<file path="config.mk">
export PLATFORM = sky130hd
export DESIGN_NAME = vco_post_div
export DESIGN_NICKNAME = d
export VERILOG_FILES = /design/src/rtl/clkdiv_pkg.sv /design/src/rtl/pdiv_setting.sv /design/src/rtl/pdiv_toggle.sv /design/src/rtl/pdiv_clksel.sv /design/src/rtl/vco_post_div.sv
export SDC_FILE = /design/constraint.sdc
export NUM_CORES = 1
export LEC_CHECK = 0
export ABC_AREA = 1
export BUFFER_PORTS_ARGS = -buffer_cell sky130_fd_sc_hd__buf_2
export CORE_MARGIN = 2
export CORE_UTILIZATION = 61
export CTS_BUF_LIST = sky130_fd_sc_hd__clkbuf_4
export CTS_CLUSTER_DIAMETER = 150
export DETAILED_ROUTE_END_ITERATION = 10
export PLACE_DENSITY = 0.93
export SETUP_SLACK_MARGIN = 0.4
export SLEW_MARGIN = 20
export SYNTH_ARGS = -nofsm -noshare
export SYNTH_HDL_FRONTEND = slang
export SYNTH_SLANG_ARGS = --single-unit
</file>
<file path="constraint.sdc">
create_clock -name clk_in -period 2.4 [get_ports clk_in]
set_input_delay 0.48 -clock clk_in [delete_from_list [all_inputs] [get_ports clk_in]]
set_output_delay 0.48 -clock clk_in [all_outputs]
set_load 0.03 [all_outputs]
</file>
<file path="src/rtl/clkdiv_pkg.sv">
`timescale 1ns/100ps
package clkdiv_pkg;
    localparam int QW     = 7;
    localparam int CFG_W  = QW + 1;
    localparam int HALF_W = QW + 1;

    typedef enum logic [1:0] {
        MODE_DIV2 = 2'd0,
        MODE_EVEN = 2'd1,
        MODE_PASS = 2'd2,
        MODE_OFF  = 2'd3
    } div_mode_e;

    typedef struct packed {
        div_mode_e           mode;
        logic [HALF_W-1:0]   half;
    } div_set_t;

    function automatic div_set_t decode_cfg(input logic pm, input logic [QW-1:0] q);
        div_set_t s;
        if (&q) begin
            s.mode = pm ? MODE_PASS : MODE_OFF;
            s.half = '0;
        end else if (pm) begin
            s.mode = MODE_EVEN;
            s.half = HALF_W'(q) + HALF_W'(2);
        end else begin
            s.mode = MODE_DIV2;
            s.half = HALF_W'(1);
        end
        return s;
    endfunction

    function automatic logic is_running(input div_mode_e m);
        return (m == MODE_DIV2) || (m == MODE_EVEN);
    endfunction
endpackage

</file>
<file path="src/rtl/pdiv_setting.sv">
`timescale 1ns/100ps
module pdiv_setting
    import clkdiv_pkg::*;
(
    input  logic             clk,
    input  logic             rst,
    input  logic [CFG_W-1:0] cfg_word,
    input  logic             ld,
    output div_set_t         active,
    output div_set_t         pending
);
    assign pending = decode_cfg(cfg_word[QW], cfg_word[QW-1:0]);

    always_ff @(posedge clk) begin
        if (rst) begin
            active.mode <= MODE_OFF;
            active.half <= '0;
        end else if (ld) begin
            active <= pending;
        end
    end

    AST_HOLD_CFG: assert property (@(posedge clk) disable iff (rst)
        !ld |=> $stable(active));
endmodule

</file>
<file path="src/rtl/pdiv_toggle.sv">
`timescale 1ns/100ps
module pdiv_toggle
    import clkdiv_pkg::*;
(
    input  logic              clk,
    input  logic              rst,
    input  logic              ld,
    input  logic              run,
    input  logic              next_run,
    input  logic [HALF_W-1:0] half,
    output logic              div_q,
    output logic              rise_due
);
    localparam logic [HALF_W-1:0] ONE = HALF_W'(1);

    logic [HALF_W-1:0] cnt;
    logic              at_end;

    assign at_end   = run && (cnt == half - ONE);
    assign rise_due = at_end && !div_q;

    always_ff @(posedge clk) begin
        if (rst) begin
            cnt   <= '0;
            div_q <= 1'b0;
        end else if (ld) begin
            cnt   <= '0;
            div_q <= run && next_run;
        end else if (at_end) begin
            cnt   <= '0;
            div_q <= ~div_q;
        end else if (run) begin
            cnt   <= cnt + ONE;
        end else begin
            cnt   <= '0;
            div_q <= 1'b0;
        end
    end

    AST_CNT_BOUND: assert property (@(posedge clk) disable iff (rst)
        run |-> (cnt < half));
    AST_DIV_STEADY: assert property (@(posedge clk) disable iff (rst)
        !at_end |=> $stable(div_q));
endmodule

</file>
<file path="src/rtl/pdiv_clksel.sv">
`timescale 1ns/100ps
module pdiv_clksel (
    input  logic clk_in,
    input  logic rst,
    input  logic div_clk,
    input  logic want_pass,
    output logic clk_out
);
    logic pass_sel;

    always_ff @(negedge clk_in) begin
        if (rst) begin
            pass_sel <= 1'b0;
        end else if (!div_clk) begin
            pass_sel <= want_pass;
        end
    end

    always_comb begin
        clk_out = pass_sel ? clk_in : div_clk;
    end

    AST_SEL_SAFE: assert property (@(negedge clk_in) disable iff (rst)
        div_clk |=> $stable(pass_sel));
endmodule

</file>
<file path="src/rtl/vco_post_div.sv">
`timescale 1ns/100ps
module vco_post_div
    import clkdiv_pkg::*;
(
    input  logic             clk_in,
    input  logic             rst,
    input  logic [CFG_W-1:0] cfg_word,
    output logic             clk_out,
    output logic             st_bypass,
    output logic             st_off
);
    div_set_t act_set;
    div_set_t nxt_set;
    logic     run_now;
    logic     run_next;
    logic     rise_due;
    logic     ld;
    logic     div_clk;

    assign run_now  = is_running(act_set.mode);
    assign run_next = is_running(nxt_set.mode);
    assign ld       = !run_now || rise_due;

    pdiv_setting i_setting (
        .clk      (clk_in),
        .rst      (rst),
        .cfg_word (cfg_word),
        .ld       (ld),
        .active   (act_set),
        .pending  (nxt_set)
    );

    pdiv_toggle i_toggle (
        .clk      (clk_in),
        .rst      (rst),
        .ld       (ld),
        .run      (run_now),
        .next_run (run_next),
        .half     (act_set.half),
        .div_q    (div_clk),
        .rise_due (rise_due)
    );

    pdiv_clksel i_clksel (
        .clk_in    (clk_in),
        .rst       (rst),
        .div_clk   (div_clk),
        .want_pass (act_set.mode == MODE_PASS),
        .clk_out   (clk_out)
    );

    assign st_bypass = (act_set.mode == MODE_PASS);
    assign st_off    = (act_set.mode == MODE_OFF);

    AST_OFF_LOW: assert property (@(posedge clk_in) disable iff (rst)
        st_off |-> !div_clk);
    AST_PASS_QUIET: assert property (@(posedge clk_in) disable iff (rst)
        st_bypass |-> !div_clk);
    AST_FLAGS_EXCL: assert property (@(posedge clk_in) disable iff (rst)
        $onehot0({st_bypass, st_off}));
endmodule

</file>
==> metrics.txt, run 1 <==
run status finished, violations left; failing checks setup timing; Synth Register Bits 20; Rel. slew slack 78.8%; GRT overflow 0; port bufs 12; Post-synth EDFFs 0; Yosys Warn Count 0; worst-path fanout max 3; total of max-cap violations 0; FFs w/ async S/R, synth 0%; Residual DRC 0; Cell variety after synth 26; class of the worst hold path in -> reg; Mapped Nets 226; Vias 1,398; sequential share of the synthesized area roughly 30%; skew final 0.0720 ns; DR pass1 iterations 6; Hold Vio Cnt, Final 0; PwrDens around 520 nW/µm²; Cell Rows 16; I/O pin cnt 13; RSZ-0062 raised after global routing yes; DRT Wirelength about 3.3 mm; initial antenna violation count 0; clock-pin slew on the worst setup and hold paths 0.11 ns; vias in the first global route 1,324; main area contributors after synthesis dfxtp_1, nand2_1, nor2_1; leakage 0.794 nW; top-count cell post-synth nand2_1; Peak VDD IR 0.448 mV; most frequent cells after synthesis nand2_1, nor2_1, inv_1; gr usage total around 27%; Post-Place Worst Slack 0.0418 ns; core area between 2000 and 2500 µm²; ys flop type dfxtp_1; Req. time, crit path 1.92 ns; CTS tree yes; Die ar. approximately 2600 µm²; die span in y 50.9 µm; Hold WS 0.224 ns; drt wl/cell 12.6 µm; Setup crit start kind flip-flop; Slew Limit Fails 0; first-pass GRT wire length 5.16 mm; CP Class reg -> out; CP arrival 2.36 ns; Vias/cell 5.38; layout cells sized above 1 between 20 and 25%; clock latency on the worst-skew pair 0.49 ns; P&R area growth vs syn 18.3%; antenna viol nets, final 0; post-synthesis cell area 1340 µm²; hold bufs inserted after CTS 0; worst slew pin tran approximately 0.31 ns; largest net degree at the start of global routing 13; Starting Density 66.4%; Avg Inst Size Synth about 6.3 µm²; DP HPWL 2.28 mm; Setup violations, final 3; Gate Count Post-Synth 213; Synth top area share 29.8%; DRT iter0 DRCs 36; CP endpoint kind primary output; die width 50.9 µm; Synth area leader dfxtp_1; final net count 247; # diodes 0; slack of the critical path -0.439 ns; Routability Congestion 0.905
-- area by class of cell --
type | instances | area [µm²]
Fill cell | 155 | 434
Inverter | 28 | 108
Clock buffer | 7 | 56.3
Multi-Input combinational cell | 162 | 891
Tap cell | 27 | 33.8
Sequential cell | 20 | 410
Clock inverter | 2 | 7.51
Timing Repair Buffer | 14 | 81.3
-- final timing paths --
path         slack, ns  cells past startpoint                 to         startpoint
max              -0.44                      3            clk_out  i_clksel.pass_sel
min               0.22                      2     i_toggle.div_q                rst
max reg2reg       0.41                      3  i_clksel.pass_sel     i_toggle.div_q
min reg2reg       0.50                      1    i_toggle.cnt[0]    i_toggle.cnt[0]
-- kinds of logic after synthesis --
logic type	count (synthesis)	share of synthesized area [%]
simple gates	140	49.0
compound gates	11	4.29
fa+ha+maj	3	2.80
flops	20	29.8
buf+inv	32	9.51
xor+xnor	7	4.57
-- worst max-delay path, stage by stage, from the launching register on --
cell and delay (ns):
dfxtp_4 0.38, nand2_4 0.07, o21ai_4 0.07, buf_6 0.15
-- flip-flops by register name (all words and copies together), names as in the netlist --
name / cells
i_setting.active: 10
i_toggle.div_q: 1
i_clksel.pass_sel: 1
i_toggle.cnt: 8
-- metrics by stage --
step           area, µm²  setup TNS [ns]  utilization (%)  power [mW]  std cells
2_1_floorplan       1380               0                -       0.521        213
3_3_place_gp        1450               0             71.9       0.551        251
3_5_place_dp        1450               0             71.9       0.560        251
4_1_cts             1530          -0.394             75.5       0.807        258
5_1_grt             1590          -0.473             78.5       0.868        260
6_report            1590          -0.439             78.5       0.827        260
-- placed cells by master, fill, tap and decap left out, drive strengths merged --
master,instances
clkinv,1
xor2,5
nor4,1
o21ai,6
nor2,42
ha,3
buf,15
nand4,4
nor3b,2
or2,1
nand2,61
inv,29
nor3,3
nand3b,3
dfxtp,20
xnor2,2
a21oi,4
clkbuf,6
nand3,24
a21boi,1
-- timing repair --
action                                  in CTS  in global routing
resized for setup                            7                 14
pin swaps                                    0                  3
endpoints found under the setup margin      10                 13
setup buffers                                0                  1
gates cloned                                 0                  1
-- report_power, final --
| part | leakage, nW | switching (mW) | total [mW] | internal, mW |
|---|---|---|---|---|
| clock | 0.0554 | 0.142 | 0.267 | 0.125 |
| sequential | 0.166 | 0.0185 | 0.364 | 0.345 |
| combinational | 0.573 | 0.122 | 0.196 | 0.0738 |
-- metal layers --
layer | wire (µm) | global-route usage [%] | vias up
li1 | - | - | 708
met1 | 1280 | 28.2 | 623
met2 | 1660 | 44.2 | 48
met3 | 161 | 9.94 | 19
met4 | 171 | 23.4 | 0
met5 | 0 | 0 | -
No activity file was read; power rests on OpenSTA's default activity.
==> inputs of run 2 (changes only) <==
Settings changed: CORE_UTILIZATION 61 to 65, PLACE_DENSITY 0.93 to 0.95, SKIP_CTS_REPAIR_TIMING set to 1.
Clock period 2.4 ns to 3.5 ns, I/O delays scaled along.
==> run 2 against run 1 <==
  * The flow still finishes with violations (setup timing)
  * Flip-flop and latch count is the same
  * Cell area shrank 4.2%
  * Utilization shrank 0.98 points
  * Clock skew shrank 0.012 ns
  * Sequential power shrank 32%
  * Setup slack gained 0.42 ns
  * Global-route usage grew 0.54 points
  * Largest cell class unchanged
  * Largest power group is now clock
==> metrics.txt, run 2 (synthesis results as in run 1) <==
Cell Rows 16; Hold WS 0.439 ns; layout cells sized above 1 17.3%; slack of the critical path -0.0232 ns; I/O pin cnt 13; DRT Wirelength 2.96 mm; Vias 1,360; Setup crit start kind flip-flop; vias in the first global route 1,263; slowest CP cell dfxtp_2; die span in y 49.4 µm; cell family with most CP delay flip-flops; Routability Congestion 0.876; clock latency on the worst-skew pair slightly below 0.5 ns; PwrDens 409 nW/µm²; Hold EP i_setting.active[2]; WL met1 1.25 mm; CTS tree yes; Top Metal Used met4; most frequent cells in the layout nand2_1, nor2_1, inv_1; Residual DRC 0; run status finished, violations left; Hold Vio Cnt, Final 0; total of max-cap violations 0; critical-path cell list nand2_2 > o21ai_2 > buf_6; most common cell after layout, fill and taps aside nand2_1; Reg-to-Reg Start i_setting.active[9]; Die ar. 2440 µm²; Req. time, crit path 2.80 ns; metal2 WL 1.43 mm; gr usage total 28.0%; largest net degree at the start of global routing 14; # fillers about 140; path depth of the worst reg2reg path 5; initial antenna violation count 0; DRT iter0 DRCs 46; critical path depth 3; Slew Limit Fails 0; Top reg by flops i_setting.active; top flop regs i_setting.active x10, i_toggle.cnt x8; class of the worst hold path in -> reg; final net count between 200 and 250; CP Launch Point i_clksel.pass_sel; Starting Density between 60% and 70%; Rel. slew slack 77.1%; first-pass GRT wire length 5.09 mm; failing checks setup timing; RSZ-0062 raised after global routing yes; worst hold path cell count 2; worst slew pin tran 0.340 ns; die width about 49 µm; skew final 0.0603 ns; CP max stage delay 0.34 ns; DR pass1 iterations 4; core area 1960 µm²; Setup violations, final 3; port bufs 12; CP bufs+invs 1; antenna viol nets, final 0; GRT overflow 0; r2r setup slk 0.92 ns; CP endpoint kind primary output; WL met3 211 µm; worst r2r dst i_clksel.pass_sel; max reg flops 10; worst hold path startpoint rst; leakage 0.777 nW; P&R area growth vs syn 13.3%; # diodes 0; Post-Place Worst Slack about 0.43 ns; DP HPWL roughly 2.2 mm; worst-path fanout max 3; Peak VDD IR 0.313 mV; total power 0.623 mW; Vias/cell approximately 5.3; clock-pin slew on the worst setup and hold paths 0.12 ns; CP Class reg -> out; drt wl/cell 11.5 µm; Setup Total Neg Slack -0.0232 ns; CP arrival about 2.8 ns
==> run 2: final cells by class <==
cell class / instances / area (µm²) / area share (%)
multi-input combinational: 161 / 821 / 53.9
sequential: 20 / 402 / 26.4
clock inverter: 2 / 33.8 / 2.22
inverter: 28 / 105 / 6.91
tap: 27 / 33.8 / 2.22
clock buffer: 7 / 56.3 / 3.70
timing repair buffer: 13 / 70.1 / 4.61
==> run 2: how the worst max path moves through the flow <==
stage,end
2_1_floorplan,clk_out
3_3_place_gp,clk_out
3_5_place_dp,clk_out
4_1_cts,clk_out
5_1_grt,clk_out
6_report,clk_out
==> run 2: through the flow <==
| step | utilization [%] | instances | area [µm²] |
|---|---|---|---|
| floorplan | - | 213 | 1350 |
| finish | 77.6 | 258 | 1520 |
| global route | 77.6 | 258 | 1520 |
| detailed placement | 73.3 | 251 | 1440 |
| CTS | 77.1 | 258 | 1510 |
| global placement | 73.3 | 251 | 1440 |
==> run 2: worst register-to-register path, cell delays in order (launching register included) <==
cell and delay [ns]:
dfxtp_1 0.33, inv_1 0.05, buf_4 0.18, nor2_1 0.07
nor2_1 0.11, nor2_1 0.05
==> run 2: where the power goes <==
| group | switching (mW) | internal, mW |
|---|---|---|
| logic | 0.0784 | 0.0449 |
| registers | 0.0110 | 0.237 |
| clock network | 0.0938 | 0.158 |
==> run 2: layer usage <==
metal,vias up,GRT usage [%]
li1,707,-
met1,593,32.4
met2,54,44.8
met3,6,9.20
met4,0,16.7
met5,-,0
